[config.mk]
export PLATFORM = sky130hd
export DESIGN_NAME = progint_top
export DESIGN_NICKNAME = d
export VERILOG_FILES = /design/src/rtl/progint_pkg.sv /design/src/rtl/progint_datapath.sv /design/src/rtl/progint_control.sv /design/src/rtl/progint_top.sv
export SDC_FILE = /design/constraint.sdc
export NUM_CORES = 1
export LEC_CHECK = 0
export BUFFER_PORTS_ARGS = -buffer_cell sky130_fd_sc_hd__buf_4
export CAP_MARGIN = 20
export CORE_AREA = 2 2 109 111
export CTS_CLUSTER_SIZE = 24
export DETAILED_ROUTE_END_ITERATION = 12
export DIE_AREA = 0 0 111 113
export PLACE_DENSITY = 0.61
export SLEW_MARGIN = 20
export SYNTH_ARGS = -nofsm -noshare
export SYNTH_HDL_FRONTEND = slang
export SYNTH_SLANG_ARGS = --single-unit
[constraint.sdc]
create_clock -name clk -period 2.47 [get_ports clk]
set_input_delay 0.247 -clock clk [delete_from_list [all_inputs] [get_ports clk]]
set_output_delay 0.247 -clock clk [all_outputs]
set_load 0.005 [all_outputs]
[src/rtl/progint_pkg.sv]
package progint_pkg;
  typedef enum logic [1:0] {
    TRIG_SET  = 2'b00,
    TRIG_CLR  = 2'b01,
    TRIG_RISE = 2'b10,
    TRIG_FALL = 2'b11
  } trig_e;

  typedef struct packed {
    logic eval;
    logic rearm;
  } evalCtrl_t;
endpackage

[src/rtl/progint_datapath.sv]
module progint_datapath
  import progint_pkg::*;
#(
  parameter int NUM_REGS = 32,
  parameter int REG_W    = 8,
  localparam int ADDR_W  = $clog2(NUM_REGS)
) (
  input  logic                      clk,
  input  logic                      rstN,
  input  logic [NUM_REGS*REG_W-1:0] regBank,
  input  logic [ADDR_W-1:0]         addrSel,
  input  logic [REG_W-1:0]          bitMask,
  input  logic                      modeAnd,
  input  logic [1:0]                trigSel,
  input  evalCtrl_t                 ctrl,
  output logic                      cfgChanged,
  output logic                      condHit
);
  logic [REG_W-1:0] regArr [NUM_REGS];
  logic [REG_W-1:0] selReg, setBits, clrBits;
  logic [ADDR_W-1:0] addrQ;
  logic [REG_W-1:0]  maskQ;
  logic maskNz, setCond, clrCond, prevQ, primedQ, edgeOk, rawHit;
  trig_e trig;

  for (genvar g = 0; g < NUM_REGS; g++) begin : g_unpack
    assign regArr[g] = regBank[g*REG_W +: REG_W];
  end

  assign trig    = trig_e'(trigSel);
  assign selReg  = regArr[addrSel];
  assign setBits = selReg & bitMask;
  assign clrBits = ~selReg & bitMask;
  assign maskNz  = |bitMask;
  assign setCond = maskNz && (modeAnd ? (clrBits == '0) : (|setBits));
  assign clrCond = maskNz && (modeAnd ? (setBits == '0) : (|clrBits));
  assign edgeOk  = primedQ && !ctrl.rearm;

  assign cfgChanged = (addrSel != addrQ) || (bitMask != maskQ);

  always_comb begin
    unique case (trig)
      TRIG_SET:  rawHit = setCond;
      TRIG_CLR:  rawHit = clrCond;
      TRIG_RISE: rawHit = edgeOk && !prevQ && setCond;
      TRIG_FALL: rawHit = edgeOk && prevQ && !setCond;
      default:   rawHit = 1'b0;
    endcase
  end
  assign condHit = ctrl.eval && rawHit;

  always_ff @(posedge clk or negedge rstN) begin
    if (!rstN) begin
      addrQ   <= '0;
      maskQ   <= '0;
      prevQ   <= 1'b0;
      primedQ <= 1'b0;
    end else begin
      addrQ <= addrSel;
      maskQ <= bitMask;
      if (ctrl.eval) begin
        prevQ   <= setCond;
        primedQ <= 1'b1;
      end else if (ctrl.rearm) begin
        primedQ <= 1'b0;
      end
    end
  end

  p_zero_mask_r2: assert property (@(posedge clk) disable iff (!rstN)
    (bitMask == '0) |-> !condHit);
  p_hit_needs_eval_r7: assert property (@(posedge clk) disable iff (!rstN)
    condHit |-> ctrl.eval);
  p_no_edge_on_rearm_r6: assert property (@(posedge clk) disable iff (!rstN)
    (ctrl.rearm && trigSel[1]) |-> !condHit);
endmodule

[src/rtl/progint_control.sv]
module progint_control
  import progint_pkg::*;
(
  input  logic      clk,
  input  logic      rstN,
  input  logic      rateSel,
  input  logic      sampleStrobe,
  input  logic      bitStrobe,
  input  logic      cfgChanged,
  input  logic      condHit,
  input  logic      intEnable,
  input  logic      reqClear,
  output evalCtrl_t ctrl,
  output logic      reqFlag,
  output logic      activeFlag,
  output logic      irqN
);
  logic reqQ, actQ;

  assign ctrl.eval  = rateSel ? bitStrobe : sampleStrobe;
  assign ctrl.rearm = cfgChanged;

  always_ff @(posedge clk or negedge rstN) begin
    if (!rstN) begin
      reqQ <= 1'b0;
      actQ <= 1'b0;
    end else begin
      if (condHit)       reqQ <= 1'b1;
      else if (reqClear) reqQ <= 1'b0;
      if (condHit && intEnable)        actQ <= 1'b1;
      else if (!intEnable || reqClear) actQ <= 1'b0;
    end
  end

  assign reqFlag    = reqQ;
  assign activeFlag = actQ;
  assign irqN       = ~actQ;

  p_req_sticky_r8: assert property (@(posedge clk) disable iff (!rstN)
    (reqFlag && !reqClear) |=> reqFlag);
  p_hit_sets_req_r8: assert property (@(posedge clk) disable iff (!rstN)
    condHit |=> reqFlag);
  p_act_needs_en_r9: assert property (@(posedge clk) disable iff (!rstN)
    $rose(activeFlag) |-> $past(intEnable));
  p_act_implies_req_r9: assert property (@(posedge clk) disable iff (!rstN)
    activeFlag |-> reqFlag);
endmodule

[src/rtl/progint_top.sv]
module progint_top
  import progint_pkg::*;
#(
  parameter int NUM_REGS = 32,
  parameter int REG_W    = 8,
  localparam int ADDR_W  = $clog2(NUM_REGS)
) (
  input  logic                      clk,
  input  logic                      rstN,
  input  logic [NUM_REGS*REG_W-1:0] regBank,
  input  logic [ADDR_W-1:0]         addrSel,
  input  logic [REG_W-1:0]          bitMask,
  input  logic                      modeAnd,
  input  logic [1:0]                trigSel,
  input  logic                      intEnable,
  input  logic                      rateSel,
  input  logic                      sampleStrobe,
  input  logic                      bitStrobe,
  input  logic                      reqClear,
  output logic                      reqFlag,
  output logic                      activeFlag,
  output logic                      irqN
);
  evalCtrl_t ctrl;
  logic cfgChanged, condHit;

  progint_datapath #(.NUM_REGS(NUM_REGS), .REG_W(REG_W)) u_dp (
    .clk(clk), .rstN(rstN), .regBank(regBank), .addrSel(addrSel),
    .bitMask(bitMask), .modeAnd(modeAnd), .trigSel(trigSel), .ctrl(ctrl),
    .cfgChanged(cfgChanged), .condHit(condHit)
  );

  progint_control u_ctl (
    .clk(clk), .rstN(rstN), .rateSel(rateSel), .sampleStrobe(sampleStrobe),
    .bitStrobe(bitStrobe), .cfgChanged(cfgChanged), .condHit(condHit),
    .intEnable(intEnable), .reqClear(reqClear), .ctrl(ctrl),
    .reqFlag(reqFlag), .activeFlag(activeFlag), .irqN(irqN)
  );
endmodule

* After elaboration in Yosys (flattened, before gate mapping)
Cells that the tools add are included.
** Storage, ports and cells
- Bits in registers :: 17
- Output and inout bits :: 3
- Input port bits :: 279
- Logic and storage cells :: 54
** Cells by class
- Bitwise logic cells :: 5
- Muxes and demuxes :: 13
- Reduce and logical (&&, ||, !) cells :: 24
- Equality and inequality tests :: 5
- $lt $le $gt $ge :: 1
** Operators by type and width (number)
- binary-select mux 8 bit (select 5 bit) :: 1
- OR reduction 8 bit :: 3
- bitwise AND 8 bit :: 2
- logical NOT 8 bit :: 2
- 2-to-1 mux 8 bit :: 2
- logical AND 1 bit :: 9
- 2-to-1 mux 1 bit :: 9
- != test 8 bit :: 1
- inverter 8 bit :: 1
- >= comparator 6 bit (second input constant) :: 1
- inverter 5 -> 6 bit :: 1
- nonzero test 2 bit :: 3
- != test 5 bit :: 1
- equality test 2 bit (second input constant) :: 2
- logical NOT 1 bit :: 4
- case mux 1 bit (4 select lines) :: 1
- equality test 2 x 1 -> 1 bit (second input constant) :: 1
- logical NOT 2 bit :: 1
- logical OR 1 bit :: 2
- inverter 1 bit :: 1

* Depth between registers and ports, before layout
- Word-level depth :: 15
- Depth in mapped cells :: 13
- Gate-level depth less buffers :: 8

* By module
A second synthesis with hierarchy kept.
** Unflattened totals
- Cells, all modules :: 211
- Area, all modules :: 2914.0 µm²
** By module, submodules not included
- progint_datapath :: area an instance 2812.7 µm², seq. area each 375.4 µm², cells each 202, instances 1
- progint_control :: area an instance 101.3 µm², seq. area each 50.0 µm², cells each 9, instances 1

* Worst setup path after synthesis
Ideal clock, no wire load.
- Path kind :: input to register
- Start point :: input addrSel[1]
- End point :: register u_ctl.reqQ, in the netlist u_ctl.reqFlag
- Stages :: 10
- Data required time :: 2.330 ns
- Data arrival time :: 2.376 ns
- Slack :: -0.045 ns
- Path buffers :: 2
- Library setup time :: 0.140 ns
- Path through :: buf_6 > buf_4 > mux4_2 > a32o_1 > a31oi_2 > a31oi_1 > nor4_4 > a211oi_2 > o41ai_2 > o221ai_1
** On the way
- Word-level cells in the longest chain between the ends :: 14
- Elaborated cells on any way between the ends :: 28
- Those cells by class :: eq/ne (1); mux (7); bitwise (4); reduce/logical (16)
** Ends and longest elaborated chain
- from (decl) :: line progint_top.sv:11 : input logic [ADDR_W-1:0] addrSel,
- inverter 5 -> 6 bit (implied by the code) :: line progint_datapath.sv:31 : assign selReg = regArr[addrSel];
- binary-select mux 8 bit (select 5 bit) :: line progint_datapath.sv:31
- 2-to-1 mux 8 bit (implied by the code) (2 in a row) :: line progint_datapath.sv:31
- inverter 8 bit :: line progint_datapath.sv:33 : assign clrBits = ~selReg & bitMask;
- bitwise AND 8 bit :: line progint_datapath.sv:33
- logical NOT 8 bit :: line progint_datapath.sv:35 : assign setCond = maskNz && (modeAnd ? (clrBits == '0) : (|setBits));
- 2-to-1 mux 1 bit :: line progint_datapath.sv:35
- logical AND 1 bit :: line progint_datapath.sv:35
- logical NOT 1 bit :: line progint_datapath.sv:46 : TRIG_FALL: rawHit = edgeOk && prevQ && !setCond;
- logical AND 1 bit :: line progint_datapath.sv:46
- case mux 1 bit (4 select lines) * :: line progint_datapath.sv:42 : unique case (trig)
- logical AND 1 bit * :: line progint_datapath.sv:50 : assign condHit = ctrl.eval && rawHit;
- 2-to-1 mux 1 bit / nonzero test 2 bit (equally long branches)
- to (signal assigned) :: line progint_control.sv:25 : reqQ <= 1'b0;
- to (signal assigned) :: line progint_control.sv:28 : if (condHit) reqQ <= 1'b1;
- to (signal assigned) :: line progint_control.sv:29 : else if (reqClear) reqQ <= 1'b0;
- to (decl) :: line progint_control.sv:18 : logic reqQ, actQ;
Every way passes the cells marked *; elsewhere a longest branch is shown, timed or not. The select of a mux whose other input is x is not followed.
A chain may end at the register's enable or synchronous reset.

* Worst setup path in the final report
Ends and elaborated chain as after synthesis.

==> results_dict.tcl <==
set metrics [dict create \
    place_ws_ps -482 \
    clk_latency_ps 250 \
    drc 0 \
    synth_flop_cell "dfrtp_1" \
    worstReg2RegStart "u_dp.maskQ[4]$_DFF_PN0_" \
    antenna_found_initial 0 \
    hold_path_class "primary input to flip-flop" \
    ff2ff_setup_slack_ps 560 \
    grt_pass1_vias 4235 \
    powerDensity_nw_per_um2 267 \
    cts.sinks 17 \
    finalSetupTns_ps -197 \
    end_kind "flip-flop" \
    dieArea_sq_um 12500 \
    grt_pass1_wl_microns 22300 \
    ant_nets 0 \
    fp.dieW_microns 111 \
    htree_levels 1 \
    critPathRequiredTime_ps 2580 \
    crit_arrival_ps 2710 \
    overflow 0 \
    relSlewSlack_pct 62.8 \
    skew_ps 3.01 \
    path_clk_slew_ps 50 \
    start_util_pct 29.5 \
    violations "setup timing" \
    grt_setup_unrepaired "yes" \
    dp.cells 721 \
    grt_max_degree 29 \
    cts-root-buf "clkbuf_16" \
    cts_inserted_buffers 3 \
    critical-path-slowest-cell "mux4_2" \
    power.internal_mw 1.16 \
    whs_ps 152 \
    swShare_pct 29.4 \
    timing.final.ws_setup_ps -129 \
    pwr-share-seq_pct 18.8 \
    nets 873 \
    grt_use_total_pct 22.3 \
    p_leak_nw 2.85 \
    critical_path_class "primary input to flip-flop" \
    seq_area_frac_synth_pct 12.8 \
    wirelength_microns 14800 \
    combPwrFrac_pct 61.6 \
    drive_gt1_share_pct 69.6 \
    p_switching_mw 0.481 \
    worstPathMaxFanout 7 \
    pin_count 282 \
    cp_cell_sequence "buf_16 > buf_12 > buf_6 > mux4_2 > mux2_4 > o22ai_4 > nor3_4 > a2111oi_4 > a211oi_4 > o41ai_2 > o221ai_1" \
    cp_slowest_stage_delay_ps 500 \
    vias 3895 \
    ys_types 54 \
    power_mw 1.64 \
    postSynthAreaPerCell_sq_um 11.9 \
    maxCapViolations 0 \
    worstMarginPinSlew_ps 556 \
    core_region_area_sq_um 11300 \
    max-vdd-ir-drop_uv 223 \
    cts_tree "yes" \
    drtIter0Drc 148 \
    critPathLaunch "addrSel[1]" \
    clock_path_buffers 2 \
    hpwlAfterDp_microns 12600 \
    report.final.hold_viol_count 0 \
    fp-row-count 39 \
    ys_async_sr_fraction_pct 100 \
    synth_seq_cells 17 \
    via_per_inst 5.29 \
    timing.rr.end "u_ctl.activeFlag$_DFFE_PN0P_" \
    clockPowerShare_pct 19.6 \
    netlist_instances 281 \
    synth-edff-count 0 \
    crit_end "u_ctl.reqFlag$_DFFE_PN0P_" \
    syn_area_sq_um 3330 \
    wl_per_cell_microns 20.1 \
    drt_first_pass_iters 7 \
    period_minus_slack_ps 2600 \
    start_kind "primary input" \
    diodes 0 \
    die_h_microns 113 \
    reg2regPathDepth 7 \
    ys_warn_count 0 \
    final_max_slew_viol_count 0 \
    holdPathStages 1 \
    mappedNetlistNets 560 \
    gp_congestion 0.921 \
    numPortBuffers 281 \
    setup_viol 2 \
    period_share_pct 105 \
    status "finished with violations" \
    area_growth_syn_to_layout_pct 84.0 \
    clock.fmax_ghz 0.385 \
    fin_cells 736 \
]
[layout make-up]
class | count | area, sq um
repair buffers | 331 | 2640
clock inverters | 1 | 5.00
well taps | 143 | 179
fillers | 1038 | 5140
inverters | 9 | 33.8
clock buffers | 3 | 75.1
multi-input cells | 232 | 2770
flip-flops and latches | 17 | 425
[worst min-delay path by stage]
stage | to | start
detailed placement | u_dp.addrQ[4]$_DFF_PN0_ | rstN
CTS | u_dp.maskQ[2]$_DFF_PN0_ | bitMask[2]
global route | u_dp.maskQ[2]$_DFF_PN0_ | bitMask[2]
finish | u_dp.maskQ[2]$_DFF_PN0_ | bitMask[2]
floorplan | u_ctl.activeFlag$_DFFE_PN0P_ | rstN
global placement | u_dp.maskQ[2]$_DFF_PN0_ | rstN
[sequential cells by signal, summed over array words and instances (netlist names)]
| signal | cells |
|---|---|
| u_dp.maskQ | 8 |
| u_ctl.reqFlag | 1 |
| u_ctl.activeFlag | 1 |
| u_dp.primedQ | 1 |
| u_dp.prevQ | 1 |
| u_dp.addrQ | 5 |
[power groups by stage]
stage                     Sequential [mW]  Clock, mW  Combinational [mW]
after global placement              0.312          0               0.917
after floorplan                     0.311          0               0.447
after global routing                0.309      0.347                1.08
final                               0.308      0.322                1.01
after detailed placement            0.312          0               0.932
after CTS                           0.308      0.331               0.976
[layout by cell type (no fill, tap or decap), types with 3 or more instances in the layout]
cell         n
mux4_1      10
nor2_1       6
a22o_1       3
buf_4      316
nand2_1     12
o211ai_1     3
mux2i_1     29
and2_1       8
buf_6        5
o22ai_1      3
dfrtp_1     17
a22oi_1     13
and3_1       7
mux2_2      13
buf_12       6
nor3_1       3
or4_1        3
a31oi_1      3
nand4_1      6
inv_1        9
clkbuf_16    4
nor3_4       3
mux4_2      40
nand3_1      3
o21ai_0      6
xnor2_1     13
[cell families after synthesis]
family | synth area share, %
muxes | 48.5
xor gates and xnor gates | 3.42
buffers and inverters | 8.38
AOI/OAI and AO/OA | 14.4
and+or+nand+nor | 12.5
DFF | 12.8
[repair_timing]
| action | CTS | global route |
|---|---|---|
| cloned | 1 | 1 |
| pin swaps | 4 | 8 |
| endpoints found under the hold margin | 17 | 0 |
| resized for setup | 17 | 18 |
| buffers inserted | 3 | 5 |
| hold buffers | 1 | 0 |
| endpoints found under the setup margin | 3 | 3 |
[critical path, delay by kind of cell]
kind | cells | cell delay (ps)
buf+inv | 3 | 340
compound gates | 5 | 1260
simple gates | 1 | 70
mux | 2 | 790
[Yosys cell counts, types with 5 or more instances]
master,number,area [sq um]
o22ai_1,7,43.8
a22oi_1,13,97.6
mux2i_1,29,290
o21ai_0,6,30.0
a31oi_1,5,31.3
nor3_1,6,30.0
nand2_1,12,45.0
nand4_1,6,37.5
mux2_2,14,158
xnor2_1,13,114
mux4_1,11,289
dfrtp_1,17,425
mux4_2,39,878
nor2_1,7,26.3
and3_1,7,43.8
buf_6,11,124
and2_1,8,50.1
inv_1,9,33.8
[metrics by stage]
| step | utilization [%] | cell area [sq um] |
|---|---|---|
| final | 54.4 | 6130 |
| after global routing | 54.4 | 6130 |
| after CTS | 53.1 | 5990 |
| after detailed placement | 50.9 | 5740 |
| after global placement | 50.9 | 5740 |
| after floorplan | - | 3330 |
[routing by layer]
layer	routed length [microns]	GRT usage [%]	up-vias	share of wire (%)
met2	7980	42.0	162	54
met4	276	4.92	0	1.9
li1	-	-	1807	-
met3	756	3.43	19	5.1
met1	5780	27.0	1907	39
met5	0	0	-	0
(Power assumes the default switching activity.)
